`src/rtl/isu_pkg.sv`:
```
package isu_pkg;
    localparam int ADDR_W    = 2;
    localparam int IDX_CTL   = 0;
    localparam int IDX_SRC   = 1;
    localparam int IDX_STEER = 2;

    localparam int CTL_W     = 4;
    localparam int STEER_W   = 2;
    localparam int NUM_INT   = 2;   // steerable on-chip sources

    localparam int EN_FAST   = 0;
    localparam int EN_NORM   = 1;
    localparam int EN_PERF   = 2;
    localparam int EN_BUS    = 3;

    localparam int SRC_PERF  = 28;
    localparam int SRC_BUS   = 29;
    localparam int SRC_NORM  = 30;
    localparam int SRC_FAST  = 31;

    typedef struct packed {
        logic fast;
        logic norm;
        logic perf;
        logic bus;
    } req_t;
endpackage

```
`src/rtl/isu_regs.sv`:
```
module isu_regs
    import isu_pkg::*;
#(
    parameter int DATA_W = 32
) (
    input  logic                clk,
    input  logic                rst_n,
    input  logic                we,
    input  logic [ADDR_W-1:0]   addr,
    input  logic [DATA_W-1:0]   wdata,
    output logic [CTL_W-1:0]    ctl_q,
    output logic [STEER_W-1:0]  steer_q
);
    logic unused_wdata_hi;
    assign unused_wdata_hi = ^wdata[DATA_W-1:CTL_W];

    always_ff @(posedge clk) begin
        if (!rst_n) begin
            ctl_q   <= '0;
            steer_q <= '0;
        end else if (we) begin
            if (addr == ADDR_W'(IDX_CTL))
                ctl_q <= wdata[CTL_W-1:0];
            if (addr == ADDR_W'(IDX_STEER))
                steer_q <= wdata[STEER_W-1:0];
        end
    end


    ctl_write_chk: assert property (@(posedge clk) disable iff (!rst_n)
        (we && addr == ADDR_W'(IDX_CTL)) |=> ctl_q == $past(wdata[CTL_W-1:0]));


    steer_write_chk: assert property (@(posedge clk) disable iff (!rst_n)
        (we && addr == ADDR_W'(IDX_STEER)) |=> steer_q == $past(wdata[STEER_W-1:0]));


    no_side_write_chk: assert property (@(posedge clk) disable iff (!rst_n)
        (we && (addr == ADDR_W'(IDX_SRC) || addr == ADDR_W'(3)))
            |=> ($stable(ctl_q) && $stable(steer_q)));
endmodule

```
`src/rtl/isu_route.sv`:
```
module isu_route
    import isu_pkg::*;
(
    input  req_t                req,
    input  logic [CTL_W-1:0]    ctl,
    input  logic [STEER_W-1:0]  steer,
    output req_t                live,
    output logic                irq_d,
    output logic                fiq_d
);
    logic [NUM_INT-1:0] int_live;
    logic [NUM_INT-1:0] to_irq;
    logic [NUM_INT-1:0] to_fiq;

    always_comb begin
        live.fast = req.fast & ctl[EN_FAST];
        live.norm = req.norm & ctl[EN_NORM];
        live.perf = req.perf & ctl[EN_PERF];
        live.bus  = req.bus  & ctl[EN_BUS];
    end

    assign int_live[0] = live.perf;
    assign int_live[1] = live.bus;

    for (genvar i = 0; i < NUM_INT; i++) begin : g_steer
        assign to_fiq[i] = int_live[i] &  steer[i];
        assign to_irq[i] = int_live[i] & ~steer[i];
    end

    assign irq_d = live.norm | (|to_irq);
    assign fiq_d = live.fast | (|to_fiq);
endmodule

```
`src/rtl/isu_readback.sv`:
```
module isu_readback
    import isu_pkg::*;
#(
    parameter int DATA_W = 32
) (
    input  logic [ADDR_W-1:0]   addr,
    input  logic [CTL_W-1:0]    ctl,
    input  logic [STEER_W-1:0]  steer,
    input  req_t                live,
    output logic [DATA_W-1:0]   rdata
);
    always_comb begin
        rdata = '0;
        unique case (addr)
            ADDR_W'(IDX_CTL):   rdata[CTL_W-1:0] = ctl;
            ADDR_W'(IDX_SRC): begin
                rdata[SRC_PERF] = live.perf;
                rdata[SRC_BUS]  = live.bus;
                rdata[SRC_NORM] = live.norm;
                rdata[SRC_FAST] = live.fast;
            end
            ADDR_W'(IDX_STEER): rdata[STEER_W-1:0] = steer;
            default:            rdata = '0;
        endcase
    end
endmodule

```
`src/rtl/intr_steer_unit.sv`:
```
module intr_steer_unit
    import isu_pkg::*;
#(
    parameter int DATA_W = 32
) (
    input  logic              clk,
    input  logic              rst_n,
    input  logic              req_fast_i,
    input  logic              req_norm_i,
    input  logic              req_perf_i,
    input  logic              req_bus_i,
    input  logic [1:0]        reg_addr_i,
    input  logic              reg_wr_i,
    input  logic [DATA_W-1:0] reg_wdata_i,
    output logic [DATA_W-1:0] reg_rdata_o,
    output logic              irq_o,
    output logic              fiq_o
);
    req_t               req;
    req_t               live;
    logic [CTL_W-1:0]   ctl_q;
    logic [STEER_W-1:0] steer_q;
    logic               irq_d;
    logic               fiq_d;

    assign req.fast = req_fast_i;
    assign req.norm = req_norm_i;
    assign req.perf = req_perf_i;
    assign req.bus  = req_bus_i;

    isu_regs #(.DATA_W(DATA_W)) u_regs (
        .clk     (clk),
        .rst_n   (rst_n),
        .we      (reg_wr_i),
        .addr    (reg_addr_i),
        .wdata   (reg_wdata_i),
        .ctl_q   (ctl_q),
        .steer_q (steer_q)
    );

    isu_route u_route (
        .req   (req),
        .ctl   (ctl_q),
        .steer (steer_q),
        .live  (live),
        .irq_d (irq_d),
        .fiq_d (fiq_d)
    );

    isu_readback #(.DATA_W(DATA_W)) u_readback (
        .addr  (reg_addr_i),
        .ctl   (ctl_q),
        .steer (steer_q),
        .live  (live),
        .rdata (reg_rdata_o)
    );

    always_ff @(posedge clk) begin
        if (!rst_n) begin
            irq_o <= 1'b0;
            fiq_o <= 1'b0;
        end else begin
            irq_o <= irq_d;
            fiq_o <= fiq_d;
        end
    end


    fast_to_fiq_chk: assert property (@(posedge clk) disable iff (!rst_n)
        (req_fast_i && ctl_q[EN_FAST]) |=> fiq_o);


    norm_to_irq_chk: assert property (@(posedge clk) disable iff (!rst_n)
        (req_norm_i && ctl_q[EN_NORM]) |=> irq_o);


    perf_steer_chk: assert property (@(posedge clk) disable iff (!rst_n)
        (req_perf_i && ctl_q[EN_PERF]) |=> (steer_q[0] ? fiq_o : irq_o) || $past(reg_wr_i));


    bus_steer_chk: assert property (@(posedge clk) disable iff (!rst_n)
        (req_bus_i && ctl_q[EN_BUS]) |=> (steer_q[1] ? fiq_o : irq_o) || $past(reg_wr_i));


    quiet_when_idle_chk: assert property (@(posedge clk) disable iff (!rst_n)
        (!req_fast_i && !req_norm_i && !req_perf_i && !req_bus_i) |=> (!irq_o && !fiq_o));
endmodule

```
`config.mk`:
```
export PLATFORM = sky130hd
export DESIGN_NAME = intr_steer_unit
export DESIGN_NICKNAME = d
export VERILOG_FILES = /design/src/rtl/isu_pkg.sv /design/src/rtl/isu_regs.sv /design/src/rtl/isu_route.sv /design/src/rtl/isu_readback.sv /design/src/rtl/intr_steer_unit.sv
export SDC_FILE = /design/constraint.sdc
export NUM_CORES = 1
export LEC_CHECK = 0
export CORE_UTILIZATION = 45
export DETAILED_ROUTE_END_ITERATION = 6
export DONT_BUFFER_PORTS = 1
export PLACE_DENSITY_LB_ADDON = 0.25
export RECOVER_POWER = 100
export SYNTH_ARGS = -nofsm -noshare
export SYNTH_HDL_FRONTEND = slang
export SYNTH_SLANG_ARGS = --single-unit
```
`constraint.sdc`:
```
create_clock -name clk -period 1.22 [get_ports clk]
set_input_delay 0.244 -clock clk [delete_from_list [all_inputs] [get_ports clk]]
set_output_delay 0.244 -clock clk [all_outputs]
set_load 0.005 [all_outputs]
```
==> results.txt <==
The horizontal extent of the die came out at 38.50 um. The top-area cell type share of the netlist area is 0.3132. The sequential cell area fraction in the yosys report came out at 0.2672. In this run the standard cell core region covers 0.001171 mm2. The routed wirelength normalized by instance count is 10.35 um.

The required time of the critical path came out at 0.98 ns. The max-slew violation count is 0. Once detailed placement completed, the half-perimeter wirelength came to 754.7 um. The average instance area after synthesis is 8.099 um2. Summing all multi-input logic gate instances after layout gives 334.1 um2. In the routed design, unresolved DRC markers number 0. The number of CTS-inserted buffers came out at 3. Yosys instantiated no cell more often than sky130_fd_sc_hd__buf_4.

The post-synthesis async set-or-reset flop share came out at 0. The instance area at placement is 510.5 um2. Dividing the final minimum period by the clock period gives 0.9448.

In this run, synthesis inferred 0 flip-flops with an integrated enable. Max-cap violations in this run came to 0. In the routed layout, each cell is associated on average with a via count of 4.568. Setup repair after global routing left no endpoint under its margin. The power density over cell area is 964.7 mW/mm2. The iteration count of the initial detailed-routing pass came out at 4. The area growth from synthesis to layout is -10.23%. Static timing analysis puts the maximum clock frequency at 867.6 MHz. The synthesized netlist cell count is 74. The delay of the slowest cell on the worst path is 0.37 ns. The final critical delay including setup and external delays came out at 1.153 ns.

Among cell families on the critical path, the largest total delay comes from flip-flops. At the end of the flow the core is filled with cells to 0.4594. STA classifies the critical path endpoint as a primary output. Hold repair after CTS inserted 0 buffers.

The layout filler cell count is 125. The floorplan step defined a die boundary enclosing 0.001482 mm2. The number of antenna violations at the first check in global routing is 0. The number of vias in the routed layout came out at 402. The row count is 12.

The peak fanout along the critical path is 4. For this block, the initial DRC count from the detailed router was 15. By count the netlist is led by 25 x sky130_fd_sc_hd__buf_4, 14 x sky130_fd_sc_hd__nand2_1, 8 x sky130_fd_sc_hd__dfxtp_1, 8 x sky130_fd_sc_hd__mux2i_1, 6 x sky130_fd_sc_hd__nor2_1. The die boundary height is 38.50 um. The number of global-route vias before repair is 299. The class of the most critical setup path is reg2out.

The library cell contributing the largest single delay on the critical path is sky130_fd_sc_hd__dfxtp_1. The distinct cell type count after synthesis came out at 15. The number of buffers on the longest clock path came out at 2. CTS built an H-tree with a depth of 1.

By area the synthesized netlist is led by sky130_fd_sc_hd__buf_4 31%, sky130_fd_sc_hd__dfxtp_1 27%, sky130_fd_sc_hd__mux2i_1 13%, sky130_fd_sc_hd__nand2_1 8.8%, sky130_fd_sc_hd__nand3b_1 3.8%. The largest total area in the synthesized netlist belongs to sky130_fd_sc_hd__buf_4. The number of warnings reported in the yosys synthesis log came out at 0. The all-layer global routing usage is 0.1289. The worst min-delay path class is in2reg.

Summing all flip-flop and latch instances after layout gives 160.2 um2. The synthesized design contains 8 register bits. The area of all placed cells without fillers came out at 538.0 um2. The final count of negative-setup-slack endpoints came out at 0. The CTS tree is done. Summed over all layers, the global routing overflow is 0. In this run the count of I/O pins placed on the die edge is 75. The maximum clock skew at final layout is 0.001978 ns. The layout net count came out at 117.

The share of layout cells above drive strength 1 is 0.06757. The number of diodes added for antenna fixing is 0. The initial utilization of the core area, before any placement, comes to 0.5118. The worst setup path is launched from a flop. Among all flip-flop cells after synthesis, the most frequent one is sky130_fd_sc_hd__dfxtp_1. The final count of hold timing violations came out at 0. The clock latency at the later pin of the worst-skew pair came out at 0.24 ns. The flow ran to the end, and the final reports show no timing, DRC or antenna violations. The data arrival time of the critical path is 0.91 ns.

The number of buffers added on ports is 0. The setup total negative slack is 0 ns. The CTS clock-pin slew for the worst setup and hold paths came out at 0.05 ns. The analysis attributes to cell leakage a power of 0.2434 nW. The worst voltage drop across the vdd grid came out at 0.4142 mV.

Clock tree synthesis found a total of 8 sinks. The placer's final routability congestion estimate came out at 0.6665. Traced cell by cell, the critical path runs through nor3b_1. The remaining antenna violation count came out at 0. The first-pass GRT wire length is 1.283 mm. The final wirelength is 911 um. Entering global routing, the biggest net connects 12 pins. The cell sitting at the root of the clock tree is a sky130_fd_sc_hd__clkbuf_4. The critical path contains buffers and inverters numbering 0 combined. The cell area after synthesis is 599.3 um2.
## final timing paths
check | cells past startpoint | end | from | slack (ns)
hold reg to reg | 2 | u_regs.ctl_q[1] | u_regs.ctl_q[1] | 0.49
hold / removal | 2 | u_regs.ctl_q[2] | reg_wdata_i[2] | 0.14
setup reg to reg | 2 | fiq_o | u_regs.ctl_q[3] | 0.45
setup / recovery | 1 | reg_rdata_o[2] | u_regs.ctl_q[2] | 0.07
## report_power, final
part           switching (W)  internal [W]   total, W
logic              0.0000323     0.0000190  0.0000512
clock network      0.0000782      0.000112   0.000190
registers         0.00000746      0.000270   0.000278
total               0.000118      0.000401   0.000519
## flip-flops by register name, indices dropped and copies added (netlist names)
signal and cells:
irq_o 1, fiq_o 1, u_regs.ctl_q 4, u_regs.steer_q 2
## layout make-up
| type | count | share of cell area |
|---|---|---|
| Clock buffer | 3 | 0.04186 |
| Inverter | 1 | 0.006977 |
| Multi-Input combinational cell | 62 | 0.6209 |
| Sequential cell | 8 | 0.2977 |
| Tap cell | 14 | 0.03256 |
## cells in the final DEF, fill, tap and decap left out
master / instances
sky130_fd_sc_hd__conb_1: 24
sky130_fd_sc_hd__nand2_1: 14
sky130_fd_sc_hd__mux2i_1: 8
sky130_fd_sc_hd__dfxtp_1: 8
sky130_fd_sc_hd__nor2_1: 6
sky130_fd_sc_hd__nand3b_1: 3
sky130_fd_sc_hd__clkbuf_4: 3
sky130_fd_sc_hd__nand2b_1: 1
sky130_fd_sc_hd__nor3b_1: 1
sky130_fd_sc_hd__nor3b_2: 1
sky130_fd_sc_hd__nor3b_4: 1
sky130_fd_sc_hd__inv_1: 1
sky130_fd_sc_hd__a31oi_1: 1
sky130_fd_sc_hd__a32oi_1: 1
sky130_fd_sc_hd__o22ai_1: 1
## through the flow
step	std cells	total power, W	hold slack [ns]	worst slack (ns)
6_report	88	0.0005190	0.1363	0.06740
5_1_grt	88	0.0005568	0.1437	0.008667
4_1_cts	88	0.0005321	0.1262	0.03230
3_5_place_dp	85	0.0003332	0.3931	0.3158
3_3_place_gp	85	0.0003321	0.3895	0.3295
2_1_floorplan	97	0.0003925	0.3861	0.2800
## layer usage
metal / vias up / wire length [um] / global-route usage
met3: 0 / 106 / 0.03488
li1: 192 / - / -
met1: 175 / 387 / 0.1596
met4: 0 / 0 / 0.07759
met2: 35 / 417 / 0.1958
met5: - / 0 / 0
## cells by family after synthesis
group | after synthesis | share of synthesized area
and+or+nand+nor | 27 | 0.2296
buffers and inverters | 27 | 0.3278
muxes | 8 | 0.1336
DFF | 8 | 0.2672
AOI/OAI and AO/OA | 3 | 0.03551
other | 1 | 0.006257
## timing repair
| action | 4_1_cts | 5_1_grt |
|---|---|---|
| setup buffers | 0 | 0 |
| setup endpoints to repair | 0 | 1 |
| resized for setup | 0 | 1 |
Note: power is estimated with default switching activity, not from simulation.
